--- src/rtl/pic_pkg.sv ---
package pic_pkg;
    typedef enum logic [2:0] {
        OP_NOP    = 3'd0,
        OP_PRIO   = 3'd1,
        OP_EN     = 3'd2,
        OP_DIS    = 3'd3,
        OP_SETP   = 3'd4,
        OP_CLRP   = 3'd5,
        OP_LOCK   = 3'd6,
        OP_CLRALL = 3'd7
    } pic_op_e;

    typedef enum logic [1:0] {
        LVL_IDLE   = 2'd0,
        LVL_NESTED = 2'd1,
        LVL_FULL   = 2'd2
    } lvl_state_e;
endpackage

--- src/rtl/pic_line_regs.sv ---
module pic_line_regs
    import pic_pkg::*;
#(
    parameter int N  = 32,
    parameter int PW = 8,
    localparam int LW = $clog2(N)
) (
    input  logic            clk,
    input  logic            rst_n,
    input  logic [N-1:0]    hw_req,
    input  logic            hard_wake,
    input  logic            cmd_valid,
    input  logic [2:0]      cmd_op,
    input  logic [LW-1:0]   cmd_line,
    input  logic [PW-1:0]   cmd_data,
    input  logic            ack_fire,
    input  logic [LW-1:0]   ack_line,
    input  logic [PW:0]     running,
    output logic [N-1:0]    enable_q,
    output logic [N-1:0]    pending_q,
    output logic [N*PW-1:0] prio_flat,
    output logic            lock_q,
    output logic            cpu_wake_q
);
    pic_op_e         op;
    logic [N-1:0]    oh, ack_oh, premask_q;
    logic [N-1:0]    en_n, pm_n, pend_n, clr_p, clr_m, raise;
    logic [PW-1:0]   prio_q [N];
    logic            sw_preempt, unlock_evt, hw_evt;

    assign op     = pic_op_e'(cmd_op);
    assign oh     = N'(1) << cmd_line;
    assign ack_oh = N'(1) << ack_line;

    // per-line urgency registers (R12 op 1), reset to least urgent
    for (genvar g = 0; g < N; g++) begin : g_prio
        always_ff @(posedge clk) begin
            if (!rst_n)
                prio_q[g] <= '1;
            else if (cmd_valid && op == OP_PRIO && cmd_line == LW'(g))
                prio_q[g] <= cmd_data;
        end
        assign prio_flat[g*PW +: PW] = prio_q[g];
    end

    always_comb begin
        en_n  = enable_q;
        clr_p = '0;
        clr_m = '0;
        raise = hw_req;
        if (cmd_valid) begin
            unique case (op)
                OP_EN:     en_n = enable_q | oh;
                OP_DIS:    en_n = enable_q & ~oh;
                OP_SETP:   raise = hw_req | oh;
                OP_CLRP:   begin clr_p = oh; clr_m = oh; end
                OP_CLRALL: begin
                    clr_p = '1;
                    clr_m = cmd_data[0] ? '1 : enable_q;
                end
                default:   ;
            endcase
        end
        if (ack_fire) begin
            clr_p = clr_p | ack_oh;
            clr_m = clr_m | ack_oh;
        end
        pm_n   = (premask_q & ~clr_m) | raise;
        pend_n = (pending_q & ~clr_p) | (raise & en_n);
        if (cmd_valid && op == OP_EN)
            pend_n = pend_n | (oh & premask_q);
    end

    assign sw_preempt = cmd_valid && op == OP_SETP && enable_q[cmd_line] &&
                        !lock_q && ({1'b0, prio_q[cmd_line]} < running);
    assign unlock_evt = cmd_valid && op == OP_LOCK && !cmd_data[0] &&
                        lock_q && (|pending_q);
    assign hw_evt     = (|hw_req) && !lock_q;

    always_ff @(posedge clk) begin
        if (!rst_n) begin
            enable_q   <= '0;
            premask_q  <= '0;
            pending_q  <= '0;
            lock_q     <= 1'b0;
            cpu_wake_q <= 1'b0;
        end else begin
            enable_q   <= en_n;
            premask_q  <= pm_n;
            pending_q  <= pend_n;
            if (cmd_valid && op == OP_LOCK)
                lock_q <= cmd_data[0];
            cpu_wake_q <= hw_evt | hard_wake | unlock_evt | sw_preempt;
        end
    end
endmodule

--- src/rtl/pic_select.sv ---
module pic_select #(
    parameter int N  = 32,
    parameter int PW = 8,
    localparam int LW = $clog2(N)
) (
    input  logic            clk,
    input  logic            rst_n,
    input  logic [N-1:0]    pending,
    input  logic [N-1:0]    enable,
    input  logic [N*PW-1:0] prio_flat,
    input  logic [PW:0]     running,
    input  logic            lock,
    input  logic            block,
    output logic            sel_valid_q,
    output logic [LW-1:0]   sel_line_q
);
    logic          best_v;
    logic [PW:0]   best_p;
    logic [LW-1:0] best_l;

    // strict compare seeded with the running level: beats level and keeps lowest index on ties
    always_comb begin
        best_v = 1'b0;
        best_p = running;
        best_l = '0;
        for (int i = 0; i < N; i++) begin
            if (pending[i] && enable[i] && ({1'b0, prio_flat[i*PW +: PW]} < best_p)) begin
                best_v = 1'b1;
                best_p = {1'b0, prio_flat[i*PW +: PW]};
                best_l = LW'(i);
            end
        end
    end

    always_ff @(posedge clk) begin
        if (!rst_n) begin
            sel_valid_q <= 1'b0;
            sel_line_q  <= '0;
        end else begin
            sel_valid_q <= best_v && !lock && !block;
            sel_line_q  <= best_l;
        end
    end
endmodule

--- src/rtl/pic_level_stack.sv ---
module pic_level_stack
    import pic_pkg::*;
#(
    parameter int PW    = 8,
    parameter int DEPTH = 8,
    localparam int AW = $clog2(DEPTH),
    localparam int DW = $clog2(DEPTH + 1)
) (
    input  logic          clk,
    input  logic          rst_n,
    input  logic          push_req,
    input  logic [PW-1:0] push_prio,
    input  logic          pop_req,
    output logic          push_ok,
    output logic          full,
    output logic [PW:0]   running,
    output logic          stack_err
);
    lvl_state_e    state_q, state_n;
    logic [DW-1:0] depth_q, depth_n;
    logic [PW-1:0] stk [DEPTH];
    logic [DW-1:0] top_idx;

    assign top_idx = depth_q - DW'(1);

    // state register
    always_ff @(posedge clk) begin
        if (!rst_n) begin
            state_q   <= LVL_IDLE;
            depth_q   <= '0;
            stack_err <= 1'b0;
        end else begin
            state_q <= state_n;
            depth_q <= depth_n;
            if (push_req && state_q == LVL_FULL)
                stack_err <= 1'b1;
        end
    end

    always_ff @(posedge clk) begin
        if (push_ok)
            stk[depth_q[AW-1:0]] <= push_prio;
    end

    // next state
    always_comb begin
        state_n = state_q;
        depth_n = depth_q;
        unique case (state_q)
            LVL_IDLE: begin
                if (push_req) begin
                    state_n = LVL_NESTED;
                    depth_n = DW'(1);
                end
            end
            LVL_NESTED: begin
                if (pop_req) begin
                    depth_n = depth_q - DW'(1);
                    state_n = (depth_q == DW'(1)) ? LVL_IDLE : LVL_NESTED;
                end else if (push_req) begin
                    depth_n = depth_q + DW'(1);
                    state_n = (depth_q == DW'(DEPTH - 1)) ? LVL_FULL : LVL_NESTED;
                end
            end
            LVL_FULL: begin
                if (pop_req) begin
                    depth_n = depth_q - DW'(1);
                    state_n = LVL_NESTED;
                end
            end
            default: begin
                state_n = LVL_IDLE;
                depth_n = '0;
            end
        endcase
    end

    // outputs
    always_comb begin
        push_ok = 1'b0;
        full    = 1'b0;
        running = {1'b1, {PW{1'b0}}};
        unique case (state_q)
            LVL_IDLE:   push_ok = push_req;
            LVL_NESTED: begin
                push_ok = push_req;
                running = {1'b0, stk[top_idx[AW-1:0]]};
            end
            LVL_FULL:   begin
                full    = 1'b1;
                running = {1'b0, stk[top_idx[AW-1:0]]};
            end
            default:    ;
        endcase
    end
endmodule

--- src/rtl/prio_irq_ctrl.sv ---
module prio_irq_ctrl #(
    parameter int N     = 32,
    parameter int PW    = 8,
    parameter int DEPTH = 8,
    localparam int LW = $clog2(N)
) (
    input  logic          clk,
    input  logic          rst_n,
    input  logic [N-1:0]  hw_req,
    input  logic          hard_wake,
    input  logic          cmd_valid,
    input  logic [2:0]    cmd_op,
    input  logic [LW-1:0] cmd_line,
    input  logic [PW-1:0] cmd_data,
    input  logic          ack,
    input  logic          eoi,
    output logic          sel_valid,
    output logic [LW-1:0] sel_line,
    output logic          cpu_wake,
    output logic          stack_err
);
    logic [N-1:0]    enable_q, pending_q;
    logic [N*PW-1:0] prio_flat;
    logic            lock_q, push_req, push_ok, lvl_full;
    logic [PW:0]     running;

    assign push_req = ack && sel_valid && !eoi;

    pic_line_regs #(.N(N), .PW(PW)) u_regs (
        .clk(clk), .rst_n(rst_n), .hw_req(hw_req), .hard_wake(hard_wake),
        .cmd_valid(cmd_valid), .cmd_op(cmd_op), .cmd_line(cmd_line),
        .cmd_data(cmd_data), .ack_fire(push_ok), .ack_line(sel_line),
        .running(running), .enable_q(enable_q), .pending_q(pending_q),
        .prio_flat(prio_flat), .lock_q(lock_q), .cpu_wake_q(cpu_wake)
    );

    pic_select #(.N(N), .PW(PW)) u_sel (
        .clk(clk), .rst_n(rst_n), .pending(pending_q), .enable(enable_q),
        .prio_flat(prio_flat), .running(running), .lock(lock_q),
        .block(ack | eoi), .sel_valid_q(sel_valid), .sel_line_q(sel_line)
    );

    pic_level_stack #(.PW(PW), .DEPTH(DEPTH)) u_stack (
        .clk(clk), .rst_n(rst_n), .push_req(push_req),
        .push_prio(prio_flat[sel_line*PW +: PW]), .pop_req(eoi),
        .push_ok(push_ok), .full(lvl_full), .running(running),
        .stack_err(stack_err)
    );
endmodule

--- config.mk ---
export PLATFORM = sky130hd
export DESIGN_NAME = prio_irq_ctrl
export DESIGN_NICKNAME = d
export VERILOG_FILES = /design/src/rtl/pic_pkg.sv /design/src/rtl/pic_line_regs.sv /design/src/rtl/pic_select.sv /design/src/rtl/pic_level_stack.sv /design/src/rtl/prio_irq_ctrl.sv
export SDC_FILE = /design/constraint.sdc
export NUM_CORES = 2
export LEC_CHECK = 0
export ABC_AREA = 1
export BUFFER_PORTS_ARGS = -buffer_cell sky130_fd_sc_hd__clkbuf_2
export CORE_MARGIN = 3
export CORE_UTILIZATION = 50
export CTS_CLUSTER_SIZE = 8
export DETAILED_ROUTE_END_ITERATION = 8
export GPL_TIMING_DRIVEN = 0
export PLACE_DENSITY = 0.66
export REMOVE_ABC_BUFFERS = 1
export SLEW_MARGIN = 20
export SYNTH_ARGS = -nofsm -noshare
export SYNTH_HDL_FRONTEND = slang
export SYNTH_HIERARCHICAL = 1
export SYNTH_SLANG_ARGS = --single-unit
--- constraint.sdc ---
create_clock -name clk -period 74.6 [get_ports clk]
set_input_delay 7.46 -clock clk [delete_from_list [all_inputs] [get_ports clk]]
set_output_delay 7.46 -clock clk [all_outputs]
set_load 0.01 [all_outputs]
==> flow_metrics.tcl <==
set metrics [dict create \
    synth_xor_area_share_pct 0.0479 \
    grt_pass1_wl_mm 180 \
    hold_path_depth 2 \
    yosysWarnings 6 \
    coreArea_um2 66600 \
    comb_power_share_pct 51.1 \
    p_int_mw 0.631 \
    die_y_um 267 \
    cpMostUsedCell "nand2_1" \
    via_per_inst 6.03 \
    track_usage_pct 33.2 \
    grt_overflow 0 \
    firstDrtPassIters 7 \
    synthTopCellsByArea "edfxtp_1, nand2_1, ha_1" \
    antenna_found_initial 2 \
    p_leak_nw 16.0 \
    grt_pass1_vias 30001 \
    ctsHoldBuffers 0 \
    synth_compound_area_share_pct 14.4 \
    path_clk_slew_ns 0.05 \
    yosysMostFrequentCell "nand2_1" \
    worstSetupPathType "flop to flop" \
    synth_top_family_by_area "simple AND/OR/NAND/NOR gates" \
    cp_max_fo 40 \
    pin_count 62 \
    multi_input_area_um2 19300 \
    p_switching_mw 0.493 \
    synth_area_per_cell_um2 7.43 \
    cts_tree "yes" \
    setup_viol 0 \
    nets 4776 \
    finalPower_mw 1.12 \
    grt_max_degree 66 \
    start_kind "flop" \
    die_w_um 267 \
    rsz0062_at_grt "false" \
    ys.flop_type "edfxtp_1" \
    netlist.area_leader.share_pct 28.3 \
    yosysSeqAreaShare_pct 34.8 \
    gp_congestion 1.01 \
    drc 0 \
    cpPeakStageDelay_ns 0.85 \
    htreeDepth 2 \
    dp_hpwl_mm 89.1 \
    hp-start "u_stack/stack_err" \
    power_frac_seq_pct 25.2 \
    worstSetupEndpointType "flop" \
    fin_setup_tns_ns 0 \
    arrival_ns 45.90 \
    numCtsBuffers 61 \
    cts.sinks 431 \
    dieArea_um2 71100 \
    netlist_instances 4574 \
    areaGrowthSynthToFinish_pct 7.45 \
    period_needed_ns 45.38 \
    root_buffer "clkbuf_16" \
    port_buffers 61 \
    r2r_start "u_stack/depth_q[0]" \
    ys_ff_latch 431 \
    drv_cap 0 \
    slew-limit-headroom_pct 20.9 \
    ctsResizeCount 0 \
    clk_latency_ns 0.65 \
    clockPowerShare_pct 23.7 \
    min_period_over_period_pct 60.8 \
    nFillCells 6445 \
    synth_fa_ha_area_share_pct 7.73 \
    crit_slowest_cell "dfxtp_2" \
    synth-simple-area-share_pct 34.5 \
    synthMuxAreaShare_pct 0 \
    regArea_um2 11800 \
    syn-cell-area_um2 34000 \
    finClkSkew_ns 0.0305 \
    run_status "completed" \
    p_sw_share_pct 43.9 \
    critPathLaunch "u_stack/depth_q[0]" \
    cts_setup_buffers 0 \
    num_vias 32694 \
    routed_wl_mm 120 \
    tightest_slew_ns 1.18 \
    hp-class "flop to flop" \
    powerDensity_nw_per_um2 30.8 \
    cts_buffer_depth 3 \
    synth_edf_count 320 \
    ys_types 56 \
    async_flop_share_pct 0 \
    slew_viol_final 0 \
    drive_gt1_share_pct 13.0 \
    ant_nets 0 \
    start_util_pct 51.0 \
    max_freq_mhz 22.0 \
    peakVddDrop_uv 20.4 \
    required_ns 75.12 \
    timing_hold_violations_final 0 \
    synth_commonest_cells "nand2_1, nand3_1, edfxtp_1, inv_1, o21ai_0" \
    post_drt_wl_per_cell_um 22.1 \
    netlist.top_cell.by_area "edfxtp_1" \
    num_rows 94 \
    drtIter0Drc 4309 \
    reg2regPathDepth 266 \
]
layer usage:
layer | global-route usage, % | share of wire, % | vias up
li1 | - | - | 15398
met5 | 0 | 0.016 | -
met1 | 45.8 | 41 | 15298
met4 | 15.9 | 5.4 | 4
met2 | 50.8 | 43 | 1645
met3 | 5.72 | 10 | 349
per-stage QoR:
stage | instance area [um2] | hold WS [ns] | cells | utilization [%] | worst slack, ns
2_1_floorplan | 32500 | 0.457 | 4358 | - | 38.23
3_3_place_gp | 33900 | 0.451 | 5283 | 50.9 | 29.81
3_5_place_dp | 34700 | 0.456 | 5313 | 52.1 | 30.21
4_1_cts | 36500 | 0.470 | 5425 | 54.8 | 30.09
5_1_grt | 36500 | 0.498 | 5425 | 54.8 | 24.90
6_report | 36500 | 0.463 | 5426 | 54.8 | 29.22
path summary, 6_finish.rpt:
path	to	slack, ns
max reg2reg	u_sel/sel_line_q[4]	29.22
min reg2reg	u_stack/stack_err	0.46
min	u_stack/stack_err	0.46
max	u_sel/sel_line_q[4]	29.22
power by group through the flow:
stage / Clock [mW] / Sequential, mW / Combinational (mW)
after floorplan: 0 / 0.282 / 0.443
after global placement: 0 / 0.287 / 0.546
after detailed placement: 0 / 0.287 / 0.562
after CTS: 0.269 / 0.283 / 0.565
after global routing: 0.280 / 0.285 / 0.655
final: 0.266 / 0.283 / 0.575
final cells by class:
type                       count  area share, %
multi-input combinational   3554           52.9
sequential                   431           32.5
clock buffer                 108           4.78
inverter                     373           3.94
tap                          864           2.96
timing repair buffer          91           2.80
clock inverter                 4          0.130
antenna                        1        0.00686
cells by family (layout without fill, tap and decap cells):
family,after synthesis,count (layout)
AND/OR/NAND/NOR,2494,2494
AO/OA/AOI/OAI,849,849
buffers and inverters,589,576
flip-flops,431,431
adder cells (fa/ha/maj),210,210
XOR/XNOR,1,1
other,0,1
cell usage in the layout, fill, tap and decap left out, types with 22 or more instances in the layout:
master,n
nor3_4,30
inv_2,62
ha_1,210
dfxtp_1,106
nand2_2,161
inv_1,291
nor2_1,195
clkbuf_2,60
clkbuf_16,62
o21ai_0,249
nand3b_1,30
nand2_1,1428
nor2_2,34
o31ai_1,26
nor4_1,23
edfxtp_1,320
nor2_4,22
clkbuf_1,44
nand3_1,454
o21ai_1,120
a21oi_1,269
nand2_4,46
a22oi_1,123
sequential cells by signal, summed over array words and instances (netlist names):
signal,count
u_regs/prio_q,256
u_sel/sel_line_q,5
u_stack/depth_q,4
u_regs/cpu_wake_q,1
u_stack/stack_err,1
u_regs/enable_q,32
u_regs/pending_q,32
u_stack/state_q,2
u_regs/lock_q,1
u_regs/premask_q,32
u_stack/stk,64
u_sel/sel_valid_q,1
worst max-delay path: cells and delay by family (launching register included):
| family | cells | cell delay, ns |
|---|---|---|
| and+or+nand+nor | 128 | 12.67 |
| DFF | 1 | 0.85 |
| buffers and inverters | 20 | 1.72 |
| adders and majority gates | 33 | 10.62 |
| AOI/OAI and AO/OA | 85 | 19.22 |
No activity file was read; power rests on OpenSTA's default activity.
